--- config.mk ---
export PLATFORM = sky130hd
export DESIGN_NAME = bitstream_reader
export DESIGN_NICKNAME = d
export VERILOG_FILES = /design/src/rtl/bsr_pkg.sv /design/src/rtl/bsr_datapath.sv /design/src/rtl/bsr_control.sv /design/src/rtl/bitstream_reader.sv
export SDC_FILE = /design/constraint.sdc
export NUM_CORES = 1
export LEC_CHECK = 0
export ABC_AREA = 1
export CAP_MARGIN = 20
export CELL_PAD_IN_SITES_DETAIL_PLACEMENT = 1
export CELL_PAD_IN_SITES_GLOBAL_PLACEMENT = 2
export CORE_ASPECT_RATIO = 0.9
export CORE_MARGIN = 5
export CORE_UTILIZATION = 36
export CTS_CLUSTER_SIZE = 16
export DETAILED_ROUTE_END_ITERATION = 8
export GPL_ROUTABILITY_DRIVEN = 0
export MAX_ROUTING_LAYER = met4
export PLACE_DENSITY = 0.9
export SYNTH_ARGS = -nofsm -noshare
export SYNTH_HDL_FRONTEND = slang
export SYNTH_SLANG_ARGS = --single-unit
--- constraint.sdc ---
create_clock -name clk -period 2.88 [get_ports clk]
set_input_delay 0.576 -clock clk [delete_from_list [all_inputs] [get_ports clk]]
set_output_delay 0.576 -clock clk [all_outputs]
set_load 0.01 [all_outputs]
--- src/rtl/bsr_pkg.sv ---
package bsr_pkg;

  // Strobes from control to datapath
  typedef struct packed {
    logic step;      // advance the bit index this edge
    logic nextByte;  // bit index wraps, advance byte address
  } bsrStrobe_t;

  // Contents of the stored image, one byte per array slot
  function automatic logic [7:0] imageByte(input int unsigned idx);
    return 8'((idx * 29 + 113) % 256);
  endfunction

endpackage

--- src/rtl/bsr_datapath.sv ---
module bsr_datapath
  import bsr_pkg::*;
#(
  parameter int unsigned CAPACITY_BITS = 1048576,
  parameter int unsigned STORE_BYTES   = 64,
  localparam int unsigned NUM_BYTES    = CAPACITY_BITS / 8,
  localparam int unsigned ADDR_W       = $clog2(NUM_BYTES),
  localparam int unsigned IDX_W        = $clog2(STORE_BYTES)
) (
  input  logic              clk,
  input  logic              resetAct,
  input  bsrStrobe_t        strobe,
  output logic              curBit,
  output logic              bitEnd,
  output logic              atLastBit,
  output logic [ADDR_W-1:0] byteAddr,
  output logic [2:0]        bitIdx
);

  logic [7:0] image [STORE_BYTES];
  logic [7:0] selByte;

  // Fixed image contents, one slot per generate iteration
  for (genvar g = 0; g < STORE_BYTES; g++) begin : g_image
    assign image[g] = imageByte(g);
  end

  always_ff @(posedge clk or posedge resetAct) begin
    if (resetAct) begin
      byteAddr <= '0;
      bitIdx   <= '0;
    end else if (strobe.step) begin
      bitIdx <= bitIdx + 3'd1;
      if (strobe.nextByte) byteAddr <= byteAddr + ADDR_W'(1);
    end
  end

  always_comb begin
    selByte   = image[byteAddr[IDX_W-1:0]];
    curBit    = selByte[3'd7 - bitIdx];
    bitEnd    = (bitIdx == 3'd7);
    atLastBit = bitEnd && (byteAddr == ADDR_W'(NUM_BYTES - 1));
  end

endmodule

--- src/rtl/bsr_control.sv ---
module bsr_control
  import bsr_pkg::*;
(
  input  logic       clk,
  input  logic       resetAct,
  input  logic       ceN,
  input  logic       bitEnd,
  input  logic       atLastBit,
  output bsrStrobe_t strobe,
  output logic       driveEn,
  output logic       exhausted
);

  always_comb begin
    driveEn         = !ceN && !resetAct && !exhausted;
    strobe.step     = driveEn;
    strobe.nextByte = driveEn && bitEnd;
  end

  always_ff @(posedge clk or posedge resetAct) begin
    if (resetAct)                 exhausted <= 1'b0;
    else if (driveEn && atLastBit) exhausted <= 1'b1;
  end

endmodule

--- src/rtl/bitstream_reader.sv ---
module bitstream_reader
  import bsr_pkg::*;
#(
  parameter int unsigned CAPACITY_BITS   = 1048576,
  parameter int unsigned STORE_BYTES     = 64,
  parameter bit          RST_ACTIVE_HIGH = 1'b1,
  localparam int unsigned ADDR_W         = $clog2(CAPACITY_BITS / 8)
) (
  input  logic clk,
  input  logic ceN,
  input  logic rstOe,
  output logic dataOut,
  output logic dataOe,
  output logic ceoN
);

  logic              resetAct;
  bsrStrobe_t        strobe;
  logic              curBit, bitEnd, atLastBit, driveEn, exhausted;
  logic [ADDR_W-1:0] byteAddr;
  logic [2:0]        bitIdx;

  assign resetAct = (rstOe == RST_ACTIVE_HIGH);

  bsr_control ctrl_i (
    .clk       (clk),
    .resetAct  (resetAct),
    .ceN       (ceN),
    .bitEnd    (bitEnd),
    .atLastBit (atLastBit),
    .strobe    (strobe),
    .driveEn   (driveEn),
    .exhausted (exhausted)
  );

  bsr_datapath #(
    .CAPACITY_BITS (CAPACITY_BITS),
    .STORE_BYTES   (STORE_BYTES)
  ) dp_i (
    .clk       (clk),
    .resetAct  (resetAct),
    .strobe    (strobe),
    .curBit    (curBit),
    .bitEnd    (bitEnd),
    .atLastBit (atLastBit),
    .byteAddr  (byteAddr),
    .bitIdx    (bitIdx)
  );

  assign dataOe  = driveEn;
  assign dataOut = driveEn & curBit;
  assign ceoN    = ~exhausted;

endmodule

==> load_flow_metrics.sql, run 1 <==
INSERT INTO impl_metrics (metric_group, metric, value, unit) VALUES
('clock_network', 'clk_pin_slew', '0.08', 'ns'),
('sta', 'grt_setup_unrepaired', 'no', ''),
('sta', 'worst_pin_slew', '0.8353', 'ns'),
('synth', 'syn_area_per_cell', '7.525', 'µm²'),
('sta', 'period_utilisation_layout', '88.54', '%'),
('sta', 'relSlewSlack', '44.25', '%'),
('synth', 'netlist_top_cells_area', 'sky130_fd_sc_hd__dfrtp_1, sky130_fd_sc_hd__nand2_1, sky130_fd_sc_hd__ha_1', ''),
('clock_network', 'ctsHtreeMaxLevel', '1', ''),
('clock_network', 'postCtsHoldBufs', '0', ''),
('layout', 'areaGrowthSynthToFinish', '14.00', '%'),
('worst_setup_path', 'cp.arrival', '1.97', 'ns'),
('clock_network', 'cts_tree', 'yes', ''),
('pwr', 'max-vdd-ir-drop', '0.2256', 'mV'),
('clock_network', 'cts_root_buffer', 'sky130_fd_sc_hd__clkbuf_8', ''),
('sta', 'final-setup-viol-count', '0', ''),
('drt', 'detailedRoute.firstPassIterationCount', '4', ''),
('pwr', 'power.switching', '0.1122', 'mW'),
('drt', 'vias', '1436', ''),
('synth', 'synth.yosys.warnings', '0', ''),
('worst_setup_path', 'timing.reg2reg.setup_slack', '1.01', 'ns'),
('clock_network', 'clock_tree.buffer_depth', '2', ''),
('place', 'buffer_ports.inserted', '5', ''),
('place', 'dp_cells', '286', ''),
('clock_network', 'cts_inserted_buffers', '3', ''),
('global_routing', 'antenna_found_initial', '0', ''),
('sta', 'max_clk_rate', '392.1', 'MHz'),
('worst_setup_path', 'end_kind', 'output pin', ''),
('worst_setup_path', 'critPathLaunch', 'dp_i.byteAddr[2]', ''),
('pwr', 'power.internal', '0.4026', 'mW'),
('sta', 'number_of_pins_exceeding_their_max_slew_limit_in_the_final_report', '0', ''),
('pwr', 'share_seq_of_total_power', '58.2', '%'),
('global_routing', 'grt.total_usage', '16.32', '%'),
('global_routing', 'grt_most_used_layer', 'met2', ''),
('die', 'die_w', '80.66', 'µm'),
('worst_setup_path', 'r2r-start', 'dp_i.byteAddr[1]', ''),
('global_routing', 'grt_pass1_vias', '1489', ''),
('pwr', 'switching_share', '21.80', '%'),
('synth', 'synth-main-ff-cell', 'sky130_fd_sc_hd__dfrtp_1', ''),
('global_routing', 'grt_remaining_overflow', '0', ''),
('pwr', 'power_frac_clock', '37.5', '%'),
('clock_network', 'cts.sink_count', '21', ''),
('pwr', 'comb_power_share', '4.3', '%'),
('drt', 'drt_first_iter_violations', '37', ''),
('worst_setup_path', 'crit_fanout', '7', ''),
('synth', 'synth_enable_flop_cells', '0', ''),
('worst_setup_path', 'worst_r2r_path_depth', '9', ''),
('sta', 'timing.final.ws_setup', '0.3299', 'ns'),
('global_routing', 'grt_pass1_wl', '7.293', 'mm'),
('synth', 'synth.distinct_cells', '27', ''),
('place', 'detailed_place_hpwl', '3.297', 'mm'),
('synth', 'synth.net_count', '233', ''),
('worst_setup_path', 'startpoint_type', 'flop', ''),
('synth', 'synth.yosys.seq_area_share', '32.48', '%'),
('worst_setup_path', 'critPathCapture', 'dataOut', ''),
('worst_setup_path', 'required_time_of_the_worst_setup_path', '2.30', 'ns'),
('place', 'place_ws', '0.1479', 'ns'),
('pwr', 'pwr_density_cell', '279.2', 'nW/µm²'),
('die', 'dieHeight', '73.60', 'µm'),
('synth', 'yosysMostFrequentCell', 'sky130_fd_sc_hd__nand2_1', ''),
('outcome', 'status', 'finished, final reports clean', ''),
('global_routing', 'grt_met3_usage', '2.574', '%'),
('pwr', 'power_leakage', '0.9433', 'nW'),
('sta', 'fin_setup_tns', '0', 'ns'),
('global_routing', 'grt_start_max_net_pins', '22', ''),
('die', 'fp-row-count', '23', ''),
('synth', 'postSynthRegisterBits', '21', ''),
('synth', 'synth_area', '1618', 'µm²'),
('sta', 'worst_clock_skew', '0.002795', 'ns'),
('layout', 'finalNonFillerCells', '291', ''),
('die', 'io_pins', '6', ''),
('hold_path', 'min-delay-path-class', 'reg2reg', '');
stage by stage:
step                util [%]  instance area (µm²)
global route           41.89                 1844
global placement       40.64                 1789
finish                 41.89                 1844
detailed placement     40.64                 1789
floorplan                  -                 1618
CTS                    41.97                 1848
area by class of cell:
type	count	area [µm²]
multi-input combinational	165	975.9
timing repair buffer	15	123.9
fill	573	2559
tap	62	77.57
inverter	24	96.34
sequential	21	525.5
clock buffer	4	45.04
worst min-delay path by stage:
stage | start | endpoint | cells after the start
floorplan | dp_i.byteAddr[15] | dp_i.byteAddr[15] | 1
global placement | dp_i.byteAddr[13] | dp_i.byteAddr[13] | 1
detailed placement | dp_i.byteAddr[15] | dp_i.byteAddr[15] | 1
CTS | dp_i.byteAddr[15] | dp_i.byteAddr[15] | 1
global route | dp_i.byteAddr[15] | dp_i.byteAddr[15] | 1
finish | dp_i.byteAddr[15] | dp_i.byteAddr[15] | 1
per-layer routing:
layer / vias to the layer above / part of all wire (%)
met1: 697 / 50
met5: - / 0
met3: 2 / 2.8
met4: 0 / 0.36
li1: 717 / -
met2: 20 / 47
worst max-delay path: stages, from the launching register on:
cell                       delay [ns]
sky130_fd_sc_hd__dfrtp_1         0.37
sky130_fd_sc_hd__clkinv_2        0.12
sky130_fd_sc_hd__ha_1            0.31
sky130_fd_sc_hd__inv_1           0.06
sky130_fd_sc_hd__nand2_1         0.05
sky130_fd_sc_hd__o21ai_0         0.16
sky130_fd_sc_hd__inv_1           0.06
sky130_fd_sc_hd__nand3_1         0.07
sky130_fd_sc_hd__nand3_1         0.13
sky130_fd_sc_hd__nand2_1         0.08
sky130_fd_sc_hd__nand2_1         0.05
sky130_fd_sc_hd__nor2_1          0.10
sky130_fd_sc_hd__nor2_1          0.04
sky130_fd_sc_hd__clkbuf_2        0.12
placed cells by master, fill, tap and decap left out, drive strengths merged:
cell	n
buf	10
dfrtp	21
nand3	24
nor2	16
ha	15
clkinv	3
clkbuf	5
clkdlybuf4s50	4
nor3	5
nand4	4
xnor2	4
nand2	60
o211ai	2
or2	1
xor2	12
a21oi	11
inv	21
o21ai	11
kinds of logic (layout without fill, tap and decap cells):
kind of cell	Yosys count	after routing	share of synthesized area (%)
buf+inv	29	43	7.347
simple gates	110	110	32.17
xor+xnor	16	16	8.662
flops	21	21	32.48
fa+ha+maj	15	15	11.60
compound gates	24	24	7.733
power groups by stage:
stage | clock network (mW) | logic [mW] | registers (mW)
final | 0.193 | 0.0220 | 0.300
after floorplan | 0 | 0.0143 | 0.305
after global placement | 0 | 0.0221 | 0.306
after detailed placement | 0 | 0.0226 | 0.306
after global routing | 0.213 | 0.0263 | 0.300
after CTS | 0.200 | 0.0228 | 0.300
state kept, by name, summed over array words and instances (netlist names):
name / count
ctrl_i.exhausted: 1
dp_i.bitIdx: 3
dp_i.byteAddr: 17
what timing repair did:
item | CTS | global route
buffers inserted | 1 | 0
cloned | 0 | 0
gates resized for setup | 5 | 2
setup endpoints to repair | 1 | 1
(Power assumes the default switching activity.)
==> run 2, diff against run 1 <==
--- a/config.mk
+++ b/config.mk
@@ -11,12 +11,14 @@
 export CELL_PAD_IN_SITES_GLOBAL_PLACEMENT = 2
 export CORE_ASPECT_RATIO = 0.9
 export CORE_MARGIN = 5
-export CORE_UTILIZATION = 36
+export CORE_UTILIZATION = 37
+export CTS_BUF_LIST = sky130_fd_sc_hd__clkbuf_4 sky130_fd_sc_hd__clkbuf_8
 export CTS_CLUSTER_SIZE = 16
 export DETAILED_ROUTE_END_ITERATION = 8
 export GPL_ROUTABILITY_DRIVEN = 0
 export MAX_ROUTING_LAYER = met4
-export PLACE_DENSITY = 0.9
+export PLACE_DENSITY = 0.92
+export SLEW_MARGIN = 15
 export SYNTH_ARGS = -nofsm -noshare
 export SYNTH_HDL_FRONTEND = slang
 export SYNTH_SLANG_ARGS = --single-unit
==> load_flow_metrics.sql, run 2 (same netlist as run 1, synthesis figures left out) <==
INSERT INTO impl_metrics (metric_group, metric, value, unit) VALUES
('drt', 'vias', '1386', ''),
('layout', 'reg_top3', 'dp_i.byteAddr: 17 flops, dp_i.bitIdx: 3 flops, ctrl_i.exhausted: 1 flops', ''),
('layout', 'num-fill-cells', '540', ''),
('layout', 'finalNonFillerCells', '290', ''),
('sta', 'timing.final.crit_period', '2.692', 'ns'),
('clock_network', 'postCtsHoldBufs', '0', ''),
('drt', 'drt.antenna.violating_nets', '0', ''),
('layout', 'antennaDiodeCount', '0', ''),
('pwr', 'switching_share', '22.80', '%'),
('pwr', 'max-vdd-ir-drop', '0.1949', 'mV'),
('die', 'die_w', '79.70', 'µm'),
('layout', 'largest_register_ffs', '17', ''),
('layout', 'areaGrowthSynthToFinish', '15.62', '%'),
('clock_network', 'clock_tree.buffer_depth', '2', ''),
('outcome', 'status', 'finished, final reports clean', ''),
('worst_setup_path', 'worst_r2r_path_depth', '9', ''),
('sta', 'worst_clock_skew', '0.004369', 'ns'),
('pwr', 'power.internal', '0.4019', 'mW'),
('pwr', 'report.power.total', '0.5206', 'mW'),
('sta', 'period_utilisation_layout', '93.48', '%'),
('pwr', 'power_leakage', '0.9435', 'nW'),
('sta', 'relSlewSlack', '45.86', '%'),
('pwr', 'comb_power_share', '4.1', '%'),
('global_routing', 'grt.total_usage', '15.79', '%'),
('global_routing', 'grt_start_max_net_pins', '22', ''),
('drt', 'drc_errors', '0', ''),
('job', 'max_cap_violations', '0', ''),
('worst_setup_path', 'regToRegEndpoint', 'dp_i.byteAddr[16]', ''),
('worst_setup_path', 'startpoint_type', 'flop', ''),
('worst_setup_path', 'end_kind', 'output pin', ''),
('sta', 'worst_pin_slew', '0.8113', 'ns'),
('sta', 'final-setup-viol-count', '0', ''),
('clock_network', 'cts_inserted_buffers', '3', ''),
('drt', 'drt-vias-per-instance', '4.779', ''),
('drt', 'detailedRoute.firstPassIterationCount', '4', ''),
('worst_setup_path', 'crit_fanout', '7', ''),
('die', 'fp-row-count', '22', ''),
('die', 'dieHeight', '72.73', 'µm'),
('place', 'placedInstanceArea', '1787', 'µm²'),
('global_routing', 'grt_remaining_overflow', '0', ''),
('worst_setup_path', 'r2r-start', 'dp_i.byteAddr[0]', ''),
('worst_setup_path', 'critPathCapture', 'dataOut', ''),
('sta', 'fin_setup_tns', '0', 'ns'),
('worst_setup_path', 'required_time_of_the_worst_setup_path', '2.30', 'ns'),
('pwr', 'power_frac_clock', '38.4', '%'),
('worst_setup_path', 'critPathLaunch', 'dp_i.byteAddr[0]', ''),
('drt', 'routed_wirelength', '4.062', 'mm'),
('sta', 'grt_setup_unrepaired', 'no', ''),
('clock_network', 'clkLatencyLatePin', '0.26', 'ns'),
('clock_network', 'cts_tree', 'yes', ''),
('worst_setup_path', 'cp.arrival', '2.12', 'ns'),
('global_routing', 'antenna_found_initial', '0', ''),
('die', 'initial_utilization', '38.92', '%'),
('sta', 'max_clk_rate', '371.4', 'MHz'),
('clock_network', 'clk_pin_slew', '0.08', 'ns'),
('pwr', 'share_seq_of_total_power', '57.5', '%'),
('die', 'core_region_area', '4156', 'µm²'),
('place', 'dp_cells', '284', ''),
('place', 'detailed_place_hpwl', '3.200', 'mm'),
('sta', 'timing_hold_violations_final', '0', ''),
('layout', 'mostFrequentLayoutCells', 'sky130_fd_sc_hd__nand2_1, sky130_fd_sc_hd__nand3_1, sky130_fd_sc_hd__dfrtp_1, sky130_fd_sc_hd__inv_1', ''),
('layout', 'most_common_cell_after_layout_fill_and_taps_aside', 'sky130_fd_sc_hd__nand2_1', ''),
('clock_network', 'cts.sink_count', '21', ''),
('sta', 'number_of_pins_exceeding_their_max_slew_limit_in_the_final_report', '0', ''),
('clock_network', 'ctsHtreeMaxLevel', '1', ''),
('layout', 'top_register', 'dp_i.byteAddr', ''),
('layout', 'final_layout_size_suffix_gt1_share', '13.48', '%'),
('global_routing', 'grt_pass1_vias', '1439', ''),
('die', 'fp.dieArea', '5797', 'µm²'),
('pwr', 'power.switching', '0.1187', 'mW'),
('drt', 'wl_per_cell', '14.01', 'µm'),
('pwr', 'pwr_density_cell', '278.3', 'nW/µm²'),
('clock_network', 'cts_root_buffer', 'sky130_fd_sc_hd__clkbuf_8', ''),
('hold_path', 'min-delay-path-class', 'reg2reg', ''),
('place', 'buffer_ports.inserted', '5', ''),
('global_routing', 'grt_pass1_wl', '6.969', 'mm'),
('worst_setup_path', 'setup.worst_path.class', 'reg2out', ''),
('die', 'io_pins', '6', ''),
('drt', 'drt_first_iter_violations', '68', ''),
('layout', 'finish.instance_area', '1871', 'µm²'),
('layout', 'finalNetCount', '249', ''),
('worst_setup_path', 'timing.reg2reg.setup_slack', '1.02', 'ns');
run 2: cell count changes in the layout (fill, tap and decap cells not counted):
cell / change
sky130_fd_sc_hd__clkbuf_1: -1
sky130_fd_sc_hd__clkinvlp_4: +1
sky130_fd_sc_hd__clkbuf_2: -1
sky130_fd_sc_hd__ha_4: +1
sky130_fd_sc_hd__buf_4: +1
sky130_fd_sc_hd__clkinv_1: +1
sky130_fd_sc_hd__inv_4: +1
sky130_fd_sc_hd__inv_1: -1
sky130_fd_sc_hd__clkinv_2: -1
sky130_fd_sc_hd__dlygate4sd2_1: +1
sky130_fd_sc_hd__ha_1: -1
run 2: routing by layer:
metal | global-route usage [%] | part of all wire [%] | up-vias
li1 | - | - | 722
met5 | - | 0 | -
met3 | 2.593 | 1.6 | 2
met1 | 20.35 | 49 | 656
met2 | 26.41 | 48 | 6
met4 | 2.863 | 0.54 | 0
run 2: worst min path at each step:
stage,from,endpoint,slack [ns],cells past startpoint
after CTS,dp_i.byteAddr[13],dp_i.byteAddr[13],0.48,1
final,dp_i.byteAddr[13],dp_i.byteAddr[13],0.48,1
after detailed placement,dp_i.byteAddr[13],dp_i.byteAddr[13],0.47,1
after floorplan,dp_i.byteAddr[15],dp_i.byteAddr[15],0.44,1
after global routing,dp_i.byteAddr[9],dp_i.byteAddr[9],0.51,1
after global placement,dp_i.byteAddr[9],dp_i.byteAddr[9],0.46,1
run 2: per-stage QoR:
step                setup slack, ns  util, %  hold slack [ns]
detailed placement           0.1724    42.99           0.4654
global route               0.009488    45.00           0.5143
floorplan                    0.5028        -           0.4418
global placement             0.2083    42.99           0.4620
finish                       0.1876    45.00           0.4809
CTS                          0.2036    44.94           0.4817
run 2: repair_timing:
action                                  4_1_cts  5_1_grt
resized for setup                             6        1
endpoints found under the setup margin        1        1
pin swaps                                     0        0
setup buffers                                 2        0
run 2: power by group through the flow:
stage | registers (mW) | logic (mW) | clock network, mW
floorplan | 0.305 | 0.0143 | 0
global placement | 0.306 | 0.0215 | 0
detailed placement | 0.306 | 0.0221 | 0
finish | 0.300 | 0.0212 | 0.200
global route | 0.300 | 0.0251 | 0.219
CTS | 0.300 | 0.0222 | 0.208
run 2: layout make-up:
cell class | count | area (µm²) | share of cell area, %
multi-input cells | 165 | 988.4 | 52.84
well taps | 60 | 75.07 | 4.013
repair buffers | 16 | 135.1 | 7.224
flip-flops and latches | 21 | 525.5 | 28.09
clock buffers | 3 | 41.29 | 2.207
inverters | 24 | 97.59 | 5.217
clock inverters | 1 | 7.507 | 0.4013
run 2: worst max-delay path, cell delays in order (launching register included):
cell	delay, ns
sky130_fd_sc_hd__dfrtp_1	0.40
sky130_fd_sc_hd__buf_4	0.19
sky130_fd_sc_hd__ha_2	0.20
sky130_fd_sc_hd__inv_1	0.06
sky130_fd_sc_hd__ha_1	0.18
sky130_fd_sc_hd__nand2_1	0.07
sky130_fd_sc_hd__nand2_1	0.05
sky130_fd_sc_hd__inv_1	0.05
sky130_fd_sc_hd__nand3_1	0.08
sky130_fd_sc_hd__nand3_1	0.08
sky130_fd_sc_hd__nand2_1	0.05
sky130_fd_sc_hd__nor2_1	0.08
sky130_fd_sc_hd__nor2_1	0.04
sky130_fd_sc_hd__nor2_1	0.07
sky130_fd_sc_hd__dlygate4sd2_1	0.27
==> run 3, diff against run 2 <==
==> constraint.sdc (replaced) <==
create_clock -name clk -period 2.88 [get_ports clk]
set_input_delay 0.72 -clock clk [delete_from_list [all_inputs] [get_ports clk]]
set_output_delay 0.72 -clock clk [all_outputs]
set_load 0.01 [all_outputs]
==> load_flow_metrics.sql, run 3 (same netlist as run 1, synthesis figures left out) <==
INSERT INTO impl_metrics (metric_group, metric, value, unit) VALUES
('outcome', 'status', 'finished, final reports clean', ''),
('layout', 'antennaDiodeCount', '0', ''),
('drt', 'wl_per_cell', '14.31', 'µm'),
('drt', 'drt_first_iter_violations', '44', ''),
('hold_path', 'worst_hold_path.endpoint', 'dp_i.byteAddr[9]', ''),
('sta', 'worst_clock_skew', '0.003628', 'ns'),
('pwr', 'share_seq_of_total_power', '57.2', '%'),
('worst_setup_path', 'startpoint_type', 'input pin', ''),
('sta', 'fin_setup_tns', '0', 'ns'),
('die', 'io_pins', '6', ''),
('place', 'detailed_place_hpwl', '3.239', 'mm'),
('die', 'die_w', '79.70', 'µm'),
('layout', 'final_layout_size_suffix_gt1_share', '16.60', '%'),
('pwr', 'power_frac_clock', '38.4', '%'),
('worst_setup_path', 'cp.arrival', '2.10', 'ns'),
('sta', 'number_of_pins_exceeding_their_max_slew_limit_in_the_final_report', '0', ''),
('clock_network', 'cts_inserted_buffers', '3', ''),
('die', 'fp-row-count', '22', ''),
('worst_setup_path', 'required_time_of_the_worst_setup_path', '2.16', 'ns'),
('layout', 'finish.instance_area', '1907', 'µm²'),
('hold_path', 'hold_path_startpoint', 'dp_i.byteAddr[9]', ''),
('worst_setup_path', 'r2r-start', 'dp_i.byteAddr[0]', ''),
('worst_setup_path', 'timing.reg2reg.setup_slack', '1.06', 'ns'),
('layout', 'finalNetCount', '254', ''),
('sta', 'period_utilisation_layout', '97.96', '%'),
('drt', 'drt-vias-per-instance', '4.892', ''),
('die', 'core_region_area', '4156', 'µm²'),
('layout', 'areaGrowthSynthToFinish', '17.87', '%'),
('clock_network', 'clk_pin_slew', '0.08', 'ns'),
('worst_setup_path', 'crit_fanout', '7', ''),
('layout', 'reg_top3', 'dp_i.byteAddr: 17 flops, dp_i.bitIdx: 3 flops, ctrl_i.exhausted: 1 flops', ''),
('global_routing', 'grt_pass1_vias', '1546', ''),
('worst_setup_path', 'worst_r2r_path_depth', '9', ''),
('die', 'fp.dieArea', '5797', 'µm²'),
('pwr', 'pwr_density_cell', '274.9', 'nW/µm²'),
('layout', 'most_common_cell_after_layout_fill_and_taps_aside', 'sky130_fd_sc_hd__nand2_1', ''),
('global_routing', 'grt.total_usage', '16.75', '%'),
('hold_path', 'min-delay-path-class', 'reg2reg', ''),
('drt', 'top_signal_layer_used', 'met4', ''),
('pwr', 'comb_power_share', '4.4', '%'),
('global_routing', 'antenna_found_initial', '0', ''),
('clock_network', 'postCtsHoldBufs', '0', ''),
('global_routing', 'grt_remaining_overflow', '0', ''),
('worst_setup_path', 'end_kind', 'output pin', ''),
('clock_network', 'cts_tree', 'yes', ''),
('worst_setup_path', 'setup.worst_path.class', 'in2out', ''),
('pwr', 'power_leakage', '0.9701', 'nW'),
('sta', 'timing.final.crit_period', '2.821', 'ns'),
('sta', 'final-setup-viol-count', '0', ''),
('layout', 'mostFrequentLayoutCells', 'sky130_fd_sc_hd__nand2_1, sky130_fd_sc_hd__nand3_1, sky130_fd_sc_hd__dfrtp_1, sky130_fd_sc_hd__inv_1, sky130_fd_sc_hd__buf_4', ''),
('job', 'max_cap_violations', '0', ''),
('clock_network', 'cts.sink_count', '21', ''),
('place', 'placedInstanceArea', '1839', 'µm²'),
('sta', 'timing_hold_violations_final', '0', ''),
('place', 'buffer_ports.inserted', '5', ''),
('drt', 'routed_wirelength', '4.222', 'mm'),
('sta', 'relSlewSlack', '77.45', '%'),
('drt', 'dr_wl_met2', '1.965', 'mm'),
('pwr', 'power.switching', '0.1211', 'mW'),
('layout', 'largest_register_ffs', '17', ''),
('drt', 'detailedRoute.firstPassIterationCount', '4', ''),
('drt', 'drt.antenna.violating_nets', '0', ''),
('sta', 'worst_pin_slew', '0.3383', 'ns'),
('drt', 'vias', '1443', ''),
('sta', 'grt_setup_unrepaired', 'no', ''),
('worst_setup_path', 'regToRegEndpoint', 'dp_i.byteAddr[16]', ''),
('clock_network', 'clkLatencyLatePin', '0.26', 'ns'),
('drt', 'drc_errors', '0', ''),
('sta', 'max_clk_rate', '354.5', 'MHz'),
('pwr', 'max-vdd-ir-drop', '0.2046', 'mV'),
('drt', 'wl_met3', '120', 'µm'),
('clock_network', 'cts_root_buffer', 'sky130_fd_sc_hd__clkbuf_8', ''),
('global_routing', 'grt_pass1_wl', '7.417', 'mm'),
('die', 'dieHeight', '72.73', 'µm'),
('layout', 'top_register', 'dp_i.byteAddr', ''),
('clock_network', 'clock_tree.buffer_depth', '2', ''),
('global_routing', 'grt_start_max_net_pins', '22', ''),
('die', 'initial_utilization', '38.92', '%'),
('clock_network', 'postCtsSetupRepairBufs', '0', ''),
('pwr', 'power.internal', '0.4030', 'mW'),
('drt', 'wl_met1', '2.088', 'mm'),
('hold_path', 'hold_path_depth', '1', ''),
('clock_network', 'ctsHtreeMaxLevel', '1', ''),
('pwr', 'switching_share', '23.11', '%');
[run 3: cell types whose count changed in the layout (fill, tap and decap cells not counted), sizes merged]
cell	before	now
buf	11	16
clkbuf	3	4
dlygate4sd2	1	0
[run 3: power by group through the flow]
stage	clock network, mW	registers (mW)	logic (mW)
2_1_floorplan	0	0.305	0.0143
4_1_cts	0.210	0.300	0.0239
3_3_place_gp	0	0.306	0.0232
6_report	0.201	0.300	0.0233
5_1_grt	0.225	0.300	0.0270
3_5_place_dp	0	0.306	0.0237
[run 3: worst max-delay path by stage]
| stage | cells after the start | slack [ns] | startpoint | end |
|---|---|---|---|---|
| after CTS | 14 | 0.006 | dp_i.byteAddr[0] | dataOut |
| after global placement | 13 | 0.001 | dp_i.byteAddr[1] | dataOut |
| after global routing | 14 | 0.005 | dp_i.byteAddr[0] | dataOut |
| after floorplan | 11 | 0.36 | dp_i.byteAddr[2] | dataOut |
| final | 4 | 0.06 | rstOe | dataOe |
| after detailed placement | 11 | 0.005 | dp_i.byteAddr[1] | dataOut |
[run 3: per-stage QoR]
step / hold WS, ns / power [mW] / util, % / std cells / setup slack [ns]
2_1_floorplan: 0.4418 / 0.3190 / - / 215 / 0.3588
3_3_place_gp: 0.4602 / 0.3289 / 44.25 / 291 / 0.001202
3_5_place_dp: 0.4648 / 0.3296 / 44.25 / 291 / 0.004857
4_1_cts: 0.4808 / 0.5335 / 45.42 / 295 / 0.005975
5_1_grt: 0.4966 / 0.5526 / 45.88 / 295 / 0.004597
6_report: 0.4787 / 0.5241 / 45.88 / 295 / 0.05878
[run 3: what timing repair did]
action,in CTS,in global routing
gates resized for setup,3,9
endpoints found under the hold margin,0,0
setup endpoints to repair,1,1
[run 3: routing by layer]
layer / vias up / GRT usage (%)
li1: 730 / -
met1: 689 / 22.46
met2: 17 / 26.69
met3: 7 / 2.716
met4: 0 / 3.626
met5: - / -
[run 3: area by class of cell]
cell class / instances / area (µm²)
inverters: 24 / 96.34
clock buffers: 3 / 41.29
well taps: 60 / 75.07
repair buffers: 21 / 172.7
multi-input cells: 165 / 988.4
clock inverters: 1 / 7.507
flip-flops and latches: 21 / 525.5
fillers: 525 / 2250
[run 3: worst max-delay path: stages]
cell,delay (ns)
sky130_fd_sc_hd__clkdlybuf4s50_1,0.46
sky130_fd_sc_hd__nor3_4,0.20
sky130_fd_sc_hd__buf_4,0.18
sky130_fd_sc_hd__clkdlybuf4s50_1,0.54
